`config.mk`:
```
export PLATFORM = sky130hd
export DESIGN_NAME = tw_regport
export DESIGN_NICKNAME = d
export VERILOG_FILES = /design/src/rtl/tw_regport_pkg.sv /design/src/rtl/tw_regport_sync.sv /design/src/rtl/tw_regport_bank.sv /design/src/rtl/tw_regport_engine.sv /design/src/rtl/tw_regport.sv
export SDC_FILE = /design/constraint.sdc
export NUM_CORES = 1
export LEC_CHECK = 0
export ABC_AREA = 1
export BUFFER_PORTS_ARGS = -buffer_cell sky130_fd_sc_hd__buf_2
export CORE_ASPECT_RATIO = 1.2
export CORE_MARGIN = 3
export CORE_UTILIZATION = 55
export CTS_CLUSTER_DIAMETER = 150
export DETAILED_ROUTE_END_ITERATION = 8
export GPL_TIMING_DRIVEN = 0
export PLACE_DENSITY = 0.78
export SYNTH_ARGS = -nofsm -noshare
export SYNTH_HDL_FRONTEND = slang
export SYNTH_SLANG_ARGS = --single-unit
```
`constraint.sdc`:
```
create_clock -name clk -period 1.85 [get_ports clk]
set_clock_uncertainty 0.05 [all_clocks]
set_input_delay 0.2775 -clock clk [delete_from_list [all_inputs] [get_ports clk]]
set_output_delay 0.2775 -clock clk [all_outputs]
set_load 0.005 [all_outputs]
```
`src/rtl/tw_regport_pkg.sv`:
```
package tw_regport_pkg;

    localparam int unsigned DATA_W     = 8;
    localparam int unsigned ADDR_W     = 7;
    localparam int unsigned CTRL_BITS  = 1 + ADDR_W;
    localparam int unsigned FRAME_BITS = CTRL_BITS + DATA_W;
    localparam int unsigned CNT_W      = $clog2(FRAME_BITS + 1);

    localparam logic [CNT_W-1:0] CNT_LAST_CTRL = CNT_W'(CTRL_BITS - 1);
    localparam logic [CNT_W-1:0] CNT_CTRL_DONE = CNT_W'(CTRL_BITS);
    localparam logic [CNT_W-1:0] CNT_LAST_BIT  = CNT_W'(FRAME_BITS - 1);
    localparam logic [CNT_W-1:0] CNT_FULL      = CNT_W'(FRAME_BITS);

    typedef struct packed {
        logic [CNT_W-1:0]  cnt;
        logic [DATA_W-1:0] shreg;
        logic              is_read;
        logic [ADDR_W-1:0] addr;
        logic [DATA_W-1:0] obuf;
        logic              oe;
        logic              sdo;
        logic              wr;
        logic [DATA_W-1:0] wdata;
        logic              sclk_prev;
    } eng_state_t;

endpackage

```
`src/rtl/tw_regport_sync.sv`:
```
module tw_regport_sync #(
    parameter int unsigned WIDTH   = 3,
    parameter int unsigned STAGES  = 2,
    parameter logic [WIDTH-1:0] RST_VAL = '0
) (
    input  logic             clk,
    input  logic             rst_n,
    input  logic [WIDTH-1:0] din,
    output logic [WIDTH-1:0] dout
);

    logic [STAGES-1:0][WIDTH-1:0] chain_d;
    logic [STAGES-1:0][WIDTH-1:0] chain_q;

    always_comb begin
        chain_d[0] = din;
        for (int i = 1; i < int'(STAGES); i++) begin
            chain_d[i] = chain_q[i-1];
        end
    end

    always_ff @(posedge clk or negedge rst_n) begin
        if (!rst_n) begin
            chain_q <= {STAGES{RST_VAL}};
        end else begin
            chain_q <= chain_d;
        end
    end

    assign dout = chain_q[STAGES-1];

endmodule

```
`src/rtl/tw_regport_bank.sv`:
```
module tw_regport_bank
    import tw_regport_pkg::*;
#(
    parameter int unsigned NUM_REGS = 8
) (
    input  logic                       clk,
    input  logic                       rst_n,
    input  logic                       wr,
    input  logic [ADDR_W-1:0]          wr_addr,
    input  logic [DATA_W-1:0]          wr_data,
    input  logic [ADDR_W-1:0]          rd_addr,
    output logic [DATA_W-1:0]          rd_data,
    output logic [NUM_REGS*DATA_W-1:0] regs_flat
);

    localparam int unsigned IDX_W = (NUM_REGS > 1) ? $clog2(NUM_REGS) : 1;
    localparam logic [ADDR_W:0] LIMIT = (ADDR_W + 1)'(NUM_REGS);

    logic [NUM_REGS-1:0][DATA_W-1:0] regs_d;
    logic [NUM_REGS-1:0][DATA_W-1:0] regs_q;
    logic wr_hit;
    logic rd_hit;

    assign wr_hit = wr && ({1'b0, wr_addr} < LIMIT);
    assign rd_hit = {1'b0, rd_addr} < LIMIT;

    for (genvar g = 0; g < int'(NUM_REGS); g++) begin : g_reg
        always_comb begin
            regs_d[g] = regs_q[g];
            if (wr_hit && (wr_addr[IDX_W-1:0] == IDX_W'(g))) begin
                regs_d[g] = wr_data;
            end
        end
        assign regs_flat[g*DATA_W +: DATA_W] = regs_q[g];
    end

    always_ff @(posedge clk or negedge rst_n) begin
        if (!rst_n) begin
            regs_q <= '0;
        end else begin
            regs_q <= regs_d;
        end
    end

    assign rd_data = rd_hit ? regs_q[rd_addr[IDX_W-1:0]] : '0;

    AST_OOR_WRITE_IGNORED: assert property (@(posedge clk) disable iff (!rst_n)
        (wr && !rd_hit && (wr_addr == rd_addr)) |=> $stable(regs_q));
    AST_NO_WRITE_NO_CHANGE: assert property (@(posedge clk) disable iff (!rst_n)
        !wr |=> $stable(regs_q));

endmodule

```
`src/rtl/tw_regport_engine.sv`:
```
module tw_regport_engine
    import tw_regport_pkg::*;
(
    input  logic              clk,
    input  logic              rst_n,
    input  logic              cs_low,
    input  logic              sclk_lvl,
    input  logic              sdi_lvl,
    input  logic [DATA_W-1:0] rd_data,
    output logic              sdo,
    output logic              sdo_oe,
    output logic              bank_wr,
    output logic [ADDR_W-1:0] bank_addr,
    output logic [DATA_W-1:0] bank_wdata
);

    eng_state_t st_d;
    eng_state_t st_q;
    logic sclk_rise;
    logic sclk_fall;
    logic [DATA_W-1:0] byte_in;
    logic in_data_phase;

    assign sclk_rise     = sclk_lvl && !st_q.sclk_prev;
    assign sclk_fall     = !sclk_lvl && st_q.sclk_prev;
    assign byte_in       = {st_q.shreg[DATA_W-2:0], sdi_lvl};
    assign in_data_phase = (st_q.cnt >= CNT_CTRL_DONE) && (st_q.cnt < CNT_FULL);

    always_comb begin
        st_d           = st_q;
        st_d.wr        = 1'b0;
        st_d.sclk_prev = sclk_lvl;
        if (!cs_low) begin
            st_d.cnt     = '0;
            st_d.oe      = 1'b0;
            st_d.sdo     = 1'b0;
            st_d.is_read = 1'b0;
        end else begin
            if (sclk_rise && (st_q.cnt != CNT_FULL)) begin
                st_d.shreg = byte_in;
                st_d.cnt   = st_q.cnt + 1'b1;
                if (st_q.cnt == CNT_LAST_CTRL) begin
                    st_d.is_read = byte_in[DATA_W-1];
                    st_d.addr    = byte_in[ADDR_W-1:0];
                end
                if ((st_q.cnt == CNT_LAST_BIT) && !st_q.is_read) begin
                    st_d.wr    = 1'b1;
                    st_d.wdata = byte_in;
                end
            end
            if (sclk_fall && st_q.is_read && in_data_phase) begin
                if (st_q.cnt == CNT_CTRL_DONE) begin
                    st_d.oe   = 1'b1;
                    st_d.sdo  = rd_data[DATA_W-1];
                    st_d.obuf = {rd_data[DATA_W-2:0], 1'b0};
                end else begin
                    st_d.sdo  = st_q.obuf[DATA_W-1];
                    st_d.obuf = {st_q.obuf[DATA_W-2:0], 1'b0};
                end
            end
        end
    end

    always_ff @(posedge clk or negedge rst_n) begin
        if (!rst_n) begin
            st_q <= '0;
        end else begin
            st_q <= st_d;
        end
    end

    assign sdo        = st_q.sdo;
    assign sdo_oe     = st_q.oe;
    assign bank_wr    = st_q.wr;
    assign bank_addr  = st_q.addr;
    assign bank_wdata = st_q.wdata;

    AST_CS_HIGH_IDLE: assert property (@(posedge clk) disable iff (!rst_n)
        !cs_low |=> (st_q.cnt == '0));
    AST_CNT_BOUND: assert property (@(posedge clk) disable iff (!rst_n)
        st_q.cnt <= CNT_FULL);
    AST_STROBE_ONE_CYCLE: assert property (@(posedge clk) disable iff (!rst_n)
        bank_wr |=> !bank_wr);
    AST_STROBE_FULL_WRITE: assert property (@(posedge clk) disable iff (!rst_n)
        bank_wr |-> ((st_q.cnt == CNT_FULL) && !st_q.is_read));
    AST_OE_ONLY_READ_DATA: assert property (@(posedge clk) disable iff (!rst_n)
        sdo_oe |-> (st_q.is_read && (st_q.cnt >= CNT_CTRL_DONE)));
    AST_CS_HIGH_DROPS_OE: assert property (@(posedge clk) disable iff (!rst_n)
        !cs_low |=> !sdo_oe);

endmodule

```
`src/rtl/tw_regport.sv`:
```
module tw_regport
    import tw_regport_pkg::*;
#(
    parameter int unsigned NUM_REGS    = 8,
    parameter int unsigned SYNC_STAGES = 2
) (
    input  logic                       clk,
    input  logic                       rst_n,
    input  logic                       cs_n,
    input  logic                       sclk,
    input  logic                       sdi,
    output logic                       sdo,
    output logic                       sdo_oe,
    output logic [ADDR_W-1:0]          bank_addr,
    output logic [DATA_W-1:0]          bank_wdata,
    output logic                       bank_wr,
    output logic [NUM_REGS*DATA_W-1:0] ctrl_regs
);

    logic [2:0] pads_raw;
    logic [2:0] pads_sync;
    logic [DATA_W-1:0] rd_data;

    assign pads_raw = {cs_n, sclk, sdi};

    tw_regport_sync #(
        .WIDTH   (3),
        .STAGES  (SYNC_STAGES),
        .RST_VAL (3'b100)
    ) u_sync (
        .clk   (clk),
        .rst_n (rst_n),
        .din   (pads_raw),
        .dout  (pads_sync)
    );

    tw_regport_engine u_engine (
        .clk        (clk),
        .rst_n      (rst_n),
        .cs_low     (!pads_sync[2]),
        .sclk_lvl   (pads_sync[1]),
        .sdi_lvl    (pads_sync[0]),
        .rd_data    (rd_data),
        .sdo        (sdo),
        .sdo_oe     (sdo_oe),
        .bank_wr    (bank_wr),
        .bank_addr  (bank_addr),
        .bank_wdata (bank_wdata)
    );

    tw_regport_bank #(
        .NUM_REGS (NUM_REGS)
    ) u_bank (
        .clk       (clk),
        .rst_n     (rst_n),
        .wr        (bank_wr),
        .wr_addr   (bank_addr),
        .wr_data   (bank_wdata),
        .rd_addr   (bank_addr),
        .rd_data   (rd_data),
        .regs_flat (ctrl_regs)
    );

endmodule

```
==> impl_metrics.csv <==
group,metric,value,unit
worst_setup_path,crit_fanout,10,
synth,syn_inst,647,
synth,synth_edf_count,0,
detailed_routing,drc,0,
sta,finalWorstSetupSlack,0.0989,ns
synth,syn_area,5310,um2
power_and_ir_drop,p_sw,0.943,mW
synth,async_flop_share,1.00,
detailed_routing,drt-initial-drc-count,413,
worst_setup_path,cp_slowest_stage_delay,0.41,ns
worst_setup_path,path_cells,"nor2_1, nand2_2, nor2_8, nand2_4, buf_6, o21ai_0, nand2_1",
sta,setup_viol,0,
place,port_buffers,86,
synth,yosysWarnings,0,
detailed_routing,first_pass_iters,5,
floorplan,fp.dieH,114,um
power_and_ir_drop,clock_power_share,0.398,
clock_tree,postCtsSetupBuffers,0,
sta,slew_headroom,0.507,
clock_tree,cts_root_buf,"clkbuf_8",
synth,yosysMostFrequentCell,"nand2_1",
place,globalplace.congestion,0.994,
worst_setup_path,setup.worst_path.start_class,"flip-flop",
global_routing,first_global_vias,4477,
synth,syn_area_per_cell,8.20,um2
worst_setup_path,crit_family,"simple AND/OR/NAND/NOR gates",
detailed_routing,drt_wl_total,14.5,mm
worst_setup_path,endpoint_kind,"flip-flop",
synth,netlist_top_cells_count,"nand2_1 (263), dfrtp_1 (107), o21ai_0 (66)",
sta,fin_crit_sh,0.947,
floorplan,rows,38,
worst_setup_path,slowest_stage,"dfrtp_1",
power_and_ir_drop,switching_share,0.218,
place,dp_slack,-0.00337,ns
final_layout,layout-drive-gt1-share,0.227,
detailed_routing,vias_per_cell,5.57,
synth,ys.flop_type,"dfrtp_1",
worst_setup_path,path_buf_inv,1,
synth,synth_cell_types,30,
synth,synth_top_area_share,0.505,
power_and_ir_drop,p_total,4.32,mW
sta,fmax,571,MHz
clock_tree,cts.clk_slew.worst_paths,0.10,ns
worst_setup_path,cp_data_arrival_time,1.96,ns
run,cap_violations,0,
synth,yosys.area.top_type,"dfrtp_1",
power_and_ir_drop,pwr-share-comb,0.033,
worst_setup_path,crit_type,"reg2reg",
synth,seq_area_frac_synth,0.515,
detailed_routing,antenna_left,0,
clock_tree,cts_buffers,9,
power_and_ir_drop,p_int,3.38,mW
global_routing,grt_first_pass_wirelength,23.5,mm
final_layout,fin_nets,756,
place,dp_hpwl,10.4,mm
clock_tree,clock_path_buffers,2,
clock_tree,clock_sinks,109,
status,status,"finished clean",
final_layout,antenna_cells,0,
clock_tree,cts_tree,"done",
sta,post-route-min-period,1.75,ns
clock_tree,clkLatencyLatePin,0.37,ns
detailed_routing,num_vias,4865,
global_routing,track_usage,0.281,
floorplan,dieArea,10900,um2
worst_setup_path,required,2.06,ns
synth,synth_top_cells_by_area,"dfrtp_1 (50%), nand2_1 (19%), o21ai_0 (6.2%)",
synth,syn_nets,655,
min_path,hold_class,"reg2reg",
power_and_ir_drop,p_leak,3.42,nW
sta,worst_slew_pin_slew,0.739,ns
power_and_ir_drop,max-vdd-ir-drop,0.499,mV
final_layout,syn_to_final_growth,16.8,%
power_and_ir_drop,pwr-share-seq,0.569,
global_routing,grt_start_max_net_pins,68,
detailed_routing,wl_per_cell,16.6,um
floorplan,die_width,95.7,um
clock_tree,htreeDepth,3,
sta,finalMaxSlewViolations,0,
global_routing,grt-ovfl-total,0,
floorplan,initial_utilization,0.575,
sta,hold_violations,0,
floorplan,core_area,9220,um2
floorplan,ios,87,
synth,ys_seq_elements,109,
sta,rsz0062_at_grt,"yes",
global_routing,antenna_found_initial,0,
power_and_ir_drop,power_density,697,nW/um2
## power groups by stage
stage,Sequential (mW),Clock (mW),Combinational (mW)
3_3_place_gp,2.50,0,0.122
3_5_place_dp,2.51,0,0.136
5_1_grt,2.46,1.84,0.161
4_1_cts,2.46,1.74,0.144
2_1_floorplan,2.50,0,0.0604
6_report,2.46,1.72,0.141
## final timing paths
path	start	endpoint	slack, ns	cells after the start
worst min register to register	u_sync.chain_d[4]	u_sync.dout[1]	0.31	0
max in group asynchronous	rst_n	u_sync.chain_d[5]	0.59	3
worst min-delay path	u_sync.chain_d[4]	u_sync.dout[1]	0.31	0
min in group asynchronous	rst_n	u_bank.regs_flat[36]	0.39	2
worst max-delay path	u_engine.bank_addr[6]	u_bank.regs_flat[6]	0.1	7
worst max register to register	u_engine.bank_addr[6]	u_bank.regs_flat[6]	0.1	7
## registers in the layout, indices dropped and copies added, names as in the netlist
name                 cells
u_engine.st_q           14
u_bank.regs_flat        64
u_engine.bank_wdata      8
u_engine.sdo_oe          1
u_engine.sdo             1
u_engine.bank_addr       7
u_sync.dout              3
u_engine.bank_wr         1
u_engine.byte_in         7
u_sync.chain_d           3
## cells in the final DEF, fill, tap and decap left out, drive strengths merged
cell type / Yosys / final
a21oi: 13 / 13
buf: 39 / 126
bufinv: 0 / 3
clkbuf: 10 / 20
clkinv: 1 / 2
dfrtp: 107 / 107
dfstp: 2 / 2
dlygate4sd3: 0 / 4
ha: 3 / 3
inv: 35 / 36
nand2: 270 / 270
nand3: 32 / 32
nand3b: 1 / 1
nand4: 10 / 10
nor2: 24 / 24
nor3: 3 / 3
o21ai: 96 / 96
or2: 1 / 1
## metal layers
metal / part of all wire / vias up / GRT usage
li1: - / 2258 / -
met1: 0.40 / 2287 / 0.380
met2: 0.48 / 273 / 0.455
met3: 0.086 / 47 / 0.0561
met4: 0.035 / 0 / 0.0911
met5: 0 / - / 0
## area by class of cell
cell class	count	area [um2]
well taps	120	150
fillers	783	3030
clock inverters	5	108
clock buffers	11	131
inverters	36	135
flip-flops and latches	109	2730
multi-input cells	453	2090
plain buffers	48	349
repair buffers	91	500
## cell families (layout without fill, tap and decap cells)
group                      Yosys count  in the layout  synth area share
and+or+nand+nor                    341            341             0.283
AOI/OAI and AO/OA                  109            109             0.104
DFF                                109            109             0.515
buffers and inverters               85            191            0.0920
adders and majority gates            3              3           0.00708
## worst register-to-register path, stage by stage (launching register included)
cell	delay (ns)
dfrtp_1	0.41
nor2_1	0.17
nand2_2	0.17
nor2_8	0.18
nand2_4	0.15
buf_6	0.18
o21ai_0	0.22
nand2_1	0.09
## stage by stage
| stage | std cells | cell area, um2 | setup TNS (ns) | hold WS, ns | utilization |
|---|---|---|---|---|---|
| floorplan | 647 | 5310 | 0 | -0.0681 | - |
| global placement | 853 | 5890 | -76.02 | 0.284 | 0.638 |
| detailed placement | 854 | 5920 | -0.00337 | 0.251 | 0.641 |
| CTS | 873 | 6190 | 0 | 0.313 | 0.671 |
| global route | 873 | 6200 | -0.101 | 0.323 | 0.672 |
| finish | 873 | 6200 | 0 | 0.313 | 0.672 |
## what timing repair did
item	CTS	global route
setup endpoints to repair	5	18
cloned	0	0
hold endpoints to repair	45	0
hold buffers	4	0
resized for setup	0	2
No activity file was read; power rests on OpenSTA's default activity.
